===== config.mk =====
export PLATFORM = sky130hd
export DESIGN_NAME = tmr_core
export DESIGN_NICKNAME = d
export VERILOG_FILES = /design/src/rtl/tmr_pkg.sv /design/src/rtl/tmr_prescale.sv /design/src/rtl/tmr_count.sv /design/src/rtl/tmr_regs.sv /design/src/rtl/tmr_core.sv
export SDC_FILE = /design/constraint.sdc
export NUM_CORES = 1
export LEC_CHECK = 0
export ABC_AREA = 1
export BUFFER_PORTS_ARGS = -buffer_cell sky130_fd_sc_hd__buf_4
export CORE_MARGIN = 10
export CORE_UTILIZATION = 65
export CTS_BUF_LIST = sky130_fd_sc_hd__clkbuf_8 sky130_fd_sc_hd__clkbuf_16
export DETAILED_ROUTE_END_ITERATION = 10
export GPL_ROUTABILITY_DRIVEN = 0
export PLACE_DENSITY = 0.87
export SLEW_MARGIN = 30
export SYNTH_ARGS = -nofsm -noshare
export SYNTH_HDL_FRONTEND = slang
export SYNTH_SLANG_ARGS = --single-unit

===== constraint.sdc =====
create_clock -name clk -period 6 [get_ports clk]
set_input_delay 0.3 -clock clk [delete_from_list [all_inputs] [get_ports clk]]
set_output_delay 0.3 -clock clk [all_outputs]
set_load 0.01 [all_outputs]

===== src/rtl/tmr_pkg.sv =====
package tmr_pkg;
   // Register byte offsets; software drivers decode these
   localparam int OFS_SYSCFG  = 'h10;
   localparam int OFS_SYSSTAT = 'h14;
   localparam int OFS_FLAGS   = 'h18;
   localparam int OFS_IEN     = 'h1C;
   localparam int OFS_CTRL    = 'h24;
   localparam int OFS_CNT     = 'h28;
   localparam int OFS_RELOAD  = 'h2C;
   localparam int OFS_OVC     = 'h54;

   // Field positions
   localparam int SRST_BIT = 1;
   localparam int DONE_BIT = 0;
   localparam int CTL_RUN  = 0;
   localparam int CTL_AR   = 1;
   localparam int CTL_PTV  = 2;

   localparam int FLG_MATCH = 0;
   localparam int FLG_OVF   = 1;
   localparam int FLG_CAPT  = 2;
   localparam int FLG_W     = 3;

   typedef logic [FLG_W-1:0] flag_t;
endpackage


===== src/rtl/tmr_prescale.sv =====
module tmr_prescale #(
   parameter int PTV_W         = 3,
   parameter bit HAS_PRESCALER = 1'b1
) (
   input  logic             clk,
   input  logic             rst_n,
   input  logic             srst,
   input  logic             run,
   input  logic             pre_en,
   input  logic [PTV_W-1:0] ptv,
   input  logic             restart,
   output logic             tick
);
   localparam int PH_W = 2 ** PTV_W;

   generate
      if (HAS_PRESCALER) begin : g_div
         logic [PH_W-1:0] phase_q;
         logic [PH_W-1:0] lim;
         logic            at_lim;

         // terminal phase is 2^(ptv+1)-1
         assign lim    = {PH_W{1'b1}} >> (PTV_W'(PH_W - 1) - ptv);
         assign at_lim = (phase_q == lim);
         assign tick   = run & (~pre_en | at_lim);

         always_ff @(posedge clk or negedge rst_n) begin
            if (!rst_n) begin
               phase_q <= '0;
            end else if (srst || !run || restart || !pre_en || at_lim) begin
               phase_q <= '0;
            end else begin
               phase_q <= phase_q + 1'b1;
            end
         end
      end else begin : g_direct
         logic unused_ps;
         assign unused_ps = ^{clk, rst_n, srst, pre_en, ptv, restart};
         assign tick      = run;
      end
   endgenerate
endmodule


===== src/rtl/tmr_count.sv =====
module tmr_count #(
   parameter int CNT_W = 32,
   parameter int OVC_W = 24
) (
   input  logic             clk,
   input  logic             rst_n,
   input  logic             srst,
   input  logic             tick,
   input  logic             cnt_wr,
   input  logic             ovc_wr,
   input  logic [31:0]      wdata,
   input  logic [CNT_W-1:0] reload,
   output logic [CNT_W-1:0] cnt,
   output logic [OVC_W-1:0] ovc,
   output logic             adv,
   output logic             ovf
);
   logic [CNT_W-1:0] cnt_q;
   logic [OVC_W-1:0] ovc_q;

   // a software write to the counter overrides a pending step
   assign adv = tick & ~cnt_wr;
   assign ovf = adv & (&cnt_q);

   always_ff @(posedge clk or negedge rst_n) begin
      if (!rst_n) begin
         cnt_q <= '0;
      end else if (srst) begin
         cnt_q <= '0;
      end else if (cnt_wr) begin
         cnt_q <= wdata[CNT_W-1:0];
      end else if (ovf) begin
         cnt_q <= reload;
      end else if (adv) begin
         cnt_q <= cnt_q + 1'b1;
      end
   end

   always_ff @(posedge clk or negedge rst_n) begin
      if (!rst_n) begin
         ovc_q <= '0;
      end else if (srst) begin
         ovc_q <= '0;
      end else if (ovc_wr) begin
         ovc_q <= wdata[OVC_W-1:0];
      end else if (ovf) begin
         ovc_q <= ovc_q + 1'b1;
      end
   end

   assign cnt = cnt_q;
   assign ovc = ovc_q;
endmodule


===== src/rtl/tmr_regs.sv =====
module tmr_regs
   import tmr_pkg::*;
#(
   parameter int ADDR_W        = 8,
   parameter int CNT_W         = 32,
   parameter int OVC_W         = 24,
   parameter int PTV_W         = 3,
   parameter bit HAS_PRESCALER = 1'b1
) (
   input  logic              clk,
   input  logic              rst_n,
   input  logic              bus_sel,
   input  logic              bus_wr,
   input  logic [ADDR_W-1:0] bus_addr,
   input  logic [31:0]       bus_wdata,
   output logic [31:0]       bus_rdata,
   input  logic              evt_match,
   input  logic              evt_capture,
   input  logic              ovf,
   input  logic [CNT_W-1:0]  cnt,
   input  logic [OVC_W-1:0]  ovc,
   output logic              run,
   output logic              ar,
   output logic              pre_en,
   output logic [PTV_W-1:0]  ptv,
   output logic [CNT_W-1:0]  reload,
   output logic              srst,
   output logic              cnt_wr,
   output logic              ovc_wr,
   output logic              ctrl_wr,
   output flag_t             flags,
   output logic              irq
);
   localparam int CTL_PRE = CTL_PTV + PTV_W;
   localparam int CTL_W   = CTL_PRE + 1;
   localparam logic [CTL_W-1:0] CTL_MASK =
      HAS_PRESCALER ? {CTL_W{1'b1}} : {1'b0, {(CTL_W-1){1'b1}}};

   logic [CTL_W-1:0] ctrl_q;
   logic [CNT_W-1:0] reload_q;
   flag_t            flags_q, ien_q, flg_set, flg_clr;
   logic             srst_q;
   logic             wr, hit_sys, hit_flags, hit_ien, hit_reload;

   assign wr         = bus_sel & bus_wr;
   assign hit_sys    = wr & (bus_addr == ADDR_W'(OFS_SYSCFG));
   assign hit_flags  = wr & (bus_addr == ADDR_W'(OFS_FLAGS));
   assign hit_ien    = wr & (bus_addr == ADDR_W'(OFS_IEN));
   assign hit_reload = wr & (bus_addr == ADDR_W'(OFS_RELOAD));
   assign ctrl_wr    = wr & (bus_addr == ADDR_W'(OFS_CTRL));
   assign cnt_wr     = wr & (bus_addr == ADDR_W'(OFS_CNT));
   assign ovc_wr     = wr & (bus_addr == ADDR_W'(OFS_OVC));

   // one-cycle soft reset pulse
   always_ff @(posedge clk or negedge rst_n) begin
      if (!rst_n) srst_q <= 1'b0;
      else        srst_q <= hit_sys & bus_wdata[SRST_BIT] & ~srst_q;
   end

   always_ff @(posedge clk or negedge rst_n) begin
      if (!rst_n) begin
         ctrl_q <= '0;
      end else if (srst_q) begin
         ctrl_q <= '0;
      end else if (ctrl_wr) begin
         ctrl_q <= bus_wdata[CTL_W-1:0] & CTL_MASK;
      end else if (ovf && !ctrl_q[CTL_AR]) begin
         ctrl_q[CTL_RUN] <= 1'b0;
      end
   end

   always_ff @(posedge clk or negedge rst_n) begin
      if (!rst_n) begin
         reload_q <= '0;
         ien_q    <= '0;
      end else if (srst_q) begin
         reload_q <= '0;
         ien_q    <= '0;
      end else begin
         if (hit_reload) reload_q <= bus_wdata[CNT_W-1:0];
         if (hit_ien)    ien_q    <= bus_wdata[FLG_W-1:0];
      end
   end

   always_comb begin
      flg_set            = '0;
      flg_set[FLG_MATCH] = evt_match;
      flg_set[FLG_OVF]   = ovf;
      flg_set[FLG_CAPT]  = evt_capture;
      flg_clr            = hit_flags ? bus_wdata[FLG_W-1:0] : '0;
   end

   // an event in the clearing cycle survives the clear
   always_ff @(posedge clk or negedge rst_n) begin
      if (!rst_n)      flags_q <= '0;
      else if (srst_q) flags_q <= '0;
      else             flags_q <= (flags_q & ~flg_clr) | flg_set;
   end

   always_comb begin
      bus_rdata = '0;
      if (bus_sel) begin
         case (bus_addr)
            ADDR_W'(OFS_SYSSTAT): bus_rdata[DONE_BIT]    = ~srst_q;
            ADDR_W'(OFS_FLAGS):   bus_rdata[FLG_W-1:0]   = flags_q;
            ADDR_W'(OFS_IEN):     bus_rdata[FLG_W-1:0]   = ien_q;
            ADDR_W'(OFS_CTRL):    bus_rdata[CTL_W-1:0]   = ctrl_q;
            ADDR_W'(OFS_CNT):     bus_rdata[CNT_W-1:0]   = cnt;
            ADDR_W'(OFS_RELOAD):  bus_rdata[CNT_W-1:0]   = reload_q;
            ADDR_W'(OFS_OVC):     bus_rdata[OVC_W-1:0]   = ovc;
            default:              bus_rdata              = '0;
         endcase
      end
   end

   assign run    = ctrl_q[CTL_RUN];
   assign ar     = ctrl_q[CTL_AR];
   assign ptv    = ctrl_q[CTL_PTV +: PTV_W];
   assign pre_en = ctrl_q[CTL_PRE];
   assign reload = reload_q;
   assign srst   = srst_q;
   assign flags  = flags_q;
   assign irq    = |(flags_q & ien_q);
endmodule


===== src/rtl/tmr_core.sv =====
module tmr_core
   import tmr_pkg::*;
#(
   parameter int ADDR_W        = 8,
   parameter int CNT_W         = 32,
   parameter int OVC_W         = 24,
   parameter int PTV_W         = 3,
   parameter bit HAS_PRESCALER = 1'b1
) (
   input  logic              clk,
   input  logic              rst_n,
   input  logic              bus_sel,
   input  logic              bus_wr,
   input  logic [ADDR_W-1:0] bus_addr,
   input  logic [31:0]       bus_wdata,
   output logic [31:0]       bus_rdata,
   input  logic              evt_match,
   input  logic              evt_capture,
   output logic              irq,
   output logic              tick_stb,
   output logic              ovf_stb
);
   localparam int CTL_W = CTL_PTV + PTV_W + 1;

   if (ADDR_W < 7 || ADDR_W > 16) begin : g_bad_addr
      $error("tmr_core: ADDR_W must lie in 7..16");
   end
   if (CNT_W < 2 || CNT_W > 32) begin : g_bad_cnt
      $error("tmr_core: CNT_W must lie in 2..32");
   end
   if (OVC_W < 1 || OVC_W > 32) begin : g_bad_ovc
      $error("tmr_core: OVC_W must lie in 1..32");
   end
   if (PTV_W < 1 || PTV_W > 4 || CTL_W > 32) begin : g_bad_ptv
      $error("tmr_core: PTV_W must lie in 1..4");
   end

   logic             run, ar, pre_en, srst;
   logic             cnt_wr, ovc_wr, ctrl_wr;
   logic [PTV_W-1:0] ptv;
   logic [CNT_W-1:0] cnt, reload;
   logic [OVC_W-1:0] ovc;
   logic             tick_raw;
   flag_t            flags;

   tmr_regs #(
      .ADDR_W(ADDR_W), .CNT_W(CNT_W), .OVC_W(OVC_W),
      .PTV_W(PTV_W), .HAS_PRESCALER(HAS_PRESCALER)
   ) u_regs (
      .clk        (clk),
      .rst_n      (rst_n),
      .bus_sel    (bus_sel),
      .bus_wr     (bus_wr),
      .bus_addr   (bus_addr),
      .bus_wdata  (bus_wdata),
      .bus_rdata  (bus_rdata),
      .evt_match  (evt_match),
      .evt_capture(evt_capture),
      .ovf        (ovf_stb),
      .cnt        (cnt),
      .ovc        (ovc),
      .run        (run),
      .ar         (ar),
      .pre_en     (pre_en),
      .ptv        (ptv),
      .reload     (reload),
      .srst       (srst),
      .cnt_wr     (cnt_wr),
      .ovc_wr     (ovc_wr),
      .ctrl_wr    (ctrl_wr),
      .flags      (flags),
      .irq        (irq)
   );

   tmr_prescale #(
      .PTV_W(PTV_W), .HAS_PRESCALER(HAS_PRESCALER)
   ) u_ps (
      .clk    (clk),
      .rst_n  (rst_n),
      .srst   (srst),
      .run    (run),
      .pre_en (pre_en),
      .ptv    (ptv),
      .restart(cnt_wr),
      .tick   (tick_raw)
   );

   tmr_count #(
      .CNT_W(CNT_W), .OVC_W(OVC_W)
   ) u_cnt (
      .clk   (clk),
      .rst_n (rst_n),
      .srst  (srst),
      .tick  (tick_raw),
      .cnt_wr(cnt_wr),
      .ovc_wr(ovc_wr),
      .wdata (bus_wdata),
      .reload(reload),
      .cnt   (cnt),
      .ovc   (ovc),
      .adv   (tick_stb),
      .ovf   (ovf_stb)
   );
endmodule


==> impl_metrics.py <==
metrics = {
    "finish": {
        "drive_gt1_share_pct": 11.7,
        "antennaDiodeCount": 0,
        "area_growth_pct": 11.4,
        "num-fill-cells": 1000,
        "design_area_sq_mm": 0.00879,
        "nets": 1304,
    },
    "synthesis": {
        "yosys_register_bits": 109,
        "synth.distinct_cells": 47,
        "synth.most_common_cell": "nand2_1",
        "syn_area_sq_mm": 0.00789,
        "muxShareOfSynthArea_pct": 0,
        "synthCells": 1211,
        "syn-num-nets": 1260,
        "ys_warn_count": 0,
        "synth_compound_area_share_pct": 12.8,
        "yosysSeqAreaShare_pct": 34.6,
        "synthTopCellsByArea": "dfrtp_1 35%, nand2_1 18%, inv_1 6.7%",
        "synthArstFlopShare_pct": 100,
        "synth_top_family_by_area": "simple AND/OR/NAND/NOR gates",
        "synthSimpleGateAreaFrac_pct": 37.1,
        "synth_xor_area_share_pct": 4.66,
        "yosysTopAreaCellShare_pct": 34.6,
        "synthAdderAreaFrac_pct": 0.476,
        "synth_common_cells": "369 x nand2_1, 141 x inv_1, 126 x nor2_1",
        "synth-main-ff-cell": "dfrtp_1",
        "synth-edff-count": 0,
        "synth_top_cell_by_area": "dfrtp_1",
        "syn_area_per_cell_sq_um": 6.51,
    },
    "critical_path": {
        "path_class": "input port to register",
        "crit_fanout": 43,
        "crit_chain": "buf_4 > inv_2 > nor3_2 > nand2_2 > inv_2 > nand2_1 > nand2_1 > inv_1 > nand2_4 > inv_2 > nand2_1 > o21ai_1",
        "required_ps": 6290,
        "reg2reg_slack_ps": 2690,
        "setup.worst_path.end_class": "register",
        "cp.arrival_ps": 3610,
        "worstSetupStartpointType": "input port",
        "cp_slowest_cell": "nand2_1",
        "slowest_delay_ps": 670,
    },
    "clocking": {
        "clkTransAtPathRegs_ps": 70,
        "cts_tree": "yes",
        "clkLatencyLatePin_ps": 360,
        "cts-buffers-inserted": 9,
        "cts_buffer_depth": 2,
        "clock-sinks": 109,
        "cts_root_buf": "clkbuf_16",
        "cts_htree_levels": 3,
        "cts_setup_buffers": 0,
    },
    "floorplanning": {
        "die_area_sq_mm": 0.0169,
        "fp.dieW_microns": 130,
        "fp-row-count": 40,
        "die_height_microns": 130,
        "start_util_pct": 66.0,
        "core_area_sq_mm": 0.0120,
        "pin_count": 81,
    },
    "drt": {
        "ant_nets": 0,
        "viasPerCell": 5.88,
        "wl_per_cell_microns": 16.8,
        "drt_iter0_drc": 972,
        "wl_microns": 23700,
        "num_vias": 8277,
        "drc": 0,
        "first_pass_iters": 6,
    },
    "sta": {
        "period_needed_ps": 3320,
        "worstMarginPinSlew_ps": 889,
        "finalClockSkew_ps": 7.14,
        "final-hold-violation-count": 0,
        "fmax_mhz": 301,
        "tns_ps": 0,
        "period_share_pct": 55.4,
        "worst_slack_ps": 2680,
        "rsz0062_at_grt": "false",
        "slew_headroom_pct": 40.7,
        "drv_slew": 0,
        "setup_viol": 0,
    },
    "power_and_ir_drop": {
        "switchingPower_uw": 397,
        "p_sw_share_pct": 25.4,
        "power_density_mw_per_mm2": 178,
        "power.total_uw": 1570,
        "comb_power_share_pct": 9.3,
        "p_seq_share_pct": 50.3,
        "irDropWorstVdd_mv": 0.144,
        "p_leak_uw": 0.00415,
        "power.internal_uw": 1170,
        "pwr-share-clk_pct": 40.5,
    },
    "placed_design": {
        "pre_cts_ws_ps": 2410,
        "hpwl_microns": 17700,
        "placed_cell_area_sq_mm": 0.00846,
        "io_buffers": 80,
    },
    "flow_run": {
        "cap_violations": 0,
    },
    "global_route": {
        "grt_pass1_wl_microns": 38800,
        "grtUsageMet1_pct": 36.9,
        "antenna_found_initial": 0,
        "track_usage_pct": 28.8,
        "met2_usage_pct": 46.3,
        "busiest_layer": "met2",
        "grt_max_degree": 84,
        "grt_pass1_vias": 7827,
        "use_met3_pct": 7.59,
        "grt_remaining_overflow": 0,
    },
    "status": {
        "status": "finished, final reports clean",
    },
    "min_path": {
        "hp-class": "input port to register",
    },
}
-- critical path: cells and delay by family --
family / cells / cell delay [ps]
AO/OA/AOI/OAI: 1 / 80
buffers and inverters: 5 / 1110
AND/OR/NAND/NOR: 6 / 2130
-- cell type report --
cell class                 count  area (sq um)  area share, %
inverter                     153           574           6.54
multi-input combinational    898          4350           49.5
timing repair buffer          84           637           7.25
clock buffer                  12           267           3.03
sequential                   109          2730           31.0
tap                          147           184           2.09
clock inverter                 4          46.3          0.527
-- through the flow --
| stage | hold WS (ps) | instances | utilization, % |
|---|---|---|---|
| 3_3_place_gp | 227 | 1390 | 70.7 |
| 2_1_floorplan | 4.41 | 1211 | - |
| 5_1_grt | 195 | 1407 | 73.5 |
| 6_report | 179 | 1407 | 73.5 |
| 4_1_cts | 179 | 1407 | 73.4 |
| 3_5_place_dp | 226 | 1390 | 70.7 |
-- layout by cell type (no fill, tap or decap), drive strengths merged --
cell           n
o22ai          4
xnor2          7
xor2          35
nand2        376
a21oi         21
nor2         144
o221ai        12
clkinvlp       1
bufinv         1
o21ai        126
a31oi          2
a41oi          2
nor3          30
o21bai         1
or2            4
buf           83
nand3b         2
clkbuf        12
nand3         88
nor3b          3
a211oi         1
dfrtp        109
and3b          1
o211ai         4
a221oi         3
ha             3
clkinv         2
nand4         21
a22oi          3
dlygate4sd3    1
nor4           5
inv          153
-- power by group through the flow --
stage	Combinational (uW)	Clock, uW	Sequential [uW]
after floorplan	77.1	0	789
after global placement	138	0	798
after detailed placement	141	0	799
after CTS	143	633	785
after global routing	162	662	789
final	145	633	787
-- metal layers --
layer	part of all wire (%)	vias to the layer above
met2	46	446
met1	40	3787
met3	11	69
li1	-	3975
met5	0	-
met4	2.9	0
-- kinds of logic after synthesis --
| family | count (synthesis) |
|---|---|
| compound gates | 179 |
| xor+xnor | 42 |
| fa+ha+maj | 3 |
| buf+inv | 204 |
| flops | 109 |
| simple gates | 674 |
-- final timing paths --
| kind | start | endpoint | cells past startpoint |
|---|---|---|---|
| min | bus_wdata[28] | u_regs.reload[28]$_DFFE_PN0P_ | 3 |
| max reg2reg | u_regs.srst$_DFF_PN0_ | u_regs.reload[23]$_DFFE_PN0P_ | 5 |
| max | bus_addr[2] | u_cnt.ovc[2]$_DFFE_PN0P_ | 12 |
| min reg2reg | u_ps.g_div.phase_q[0]$_DFF_PN0_ | u_ps.g_div.phase_q[0]$_DFF_PN0_ | 1 |
| max in group asynchronous | rst_n | u_regs.reload[29]$_DFFE_PN0P_ | 3 |
| min in group asynchronous | rst_n | u_regs.srst$_DFF_PN0_ | 2 |
-- what timing repair did --
item | CTS | global route
hold endpoints to repair | 26 | 0
resized for setup | 0 | 0
hold buffers | 1 | 0
-- flip-flops by register name, indices dropped and copies added (netlist names) --
register and flops:
u_cnt.cnt 32, u_cnt.ovc 24, u_ps.g_div.phase_q 8, u_regs.ctrl_q 6, u_regs.flags 3, u_regs.ien_q 3
u_regs.reload 32, u_regs.srst 1
(Power assumes the default switching activity.)
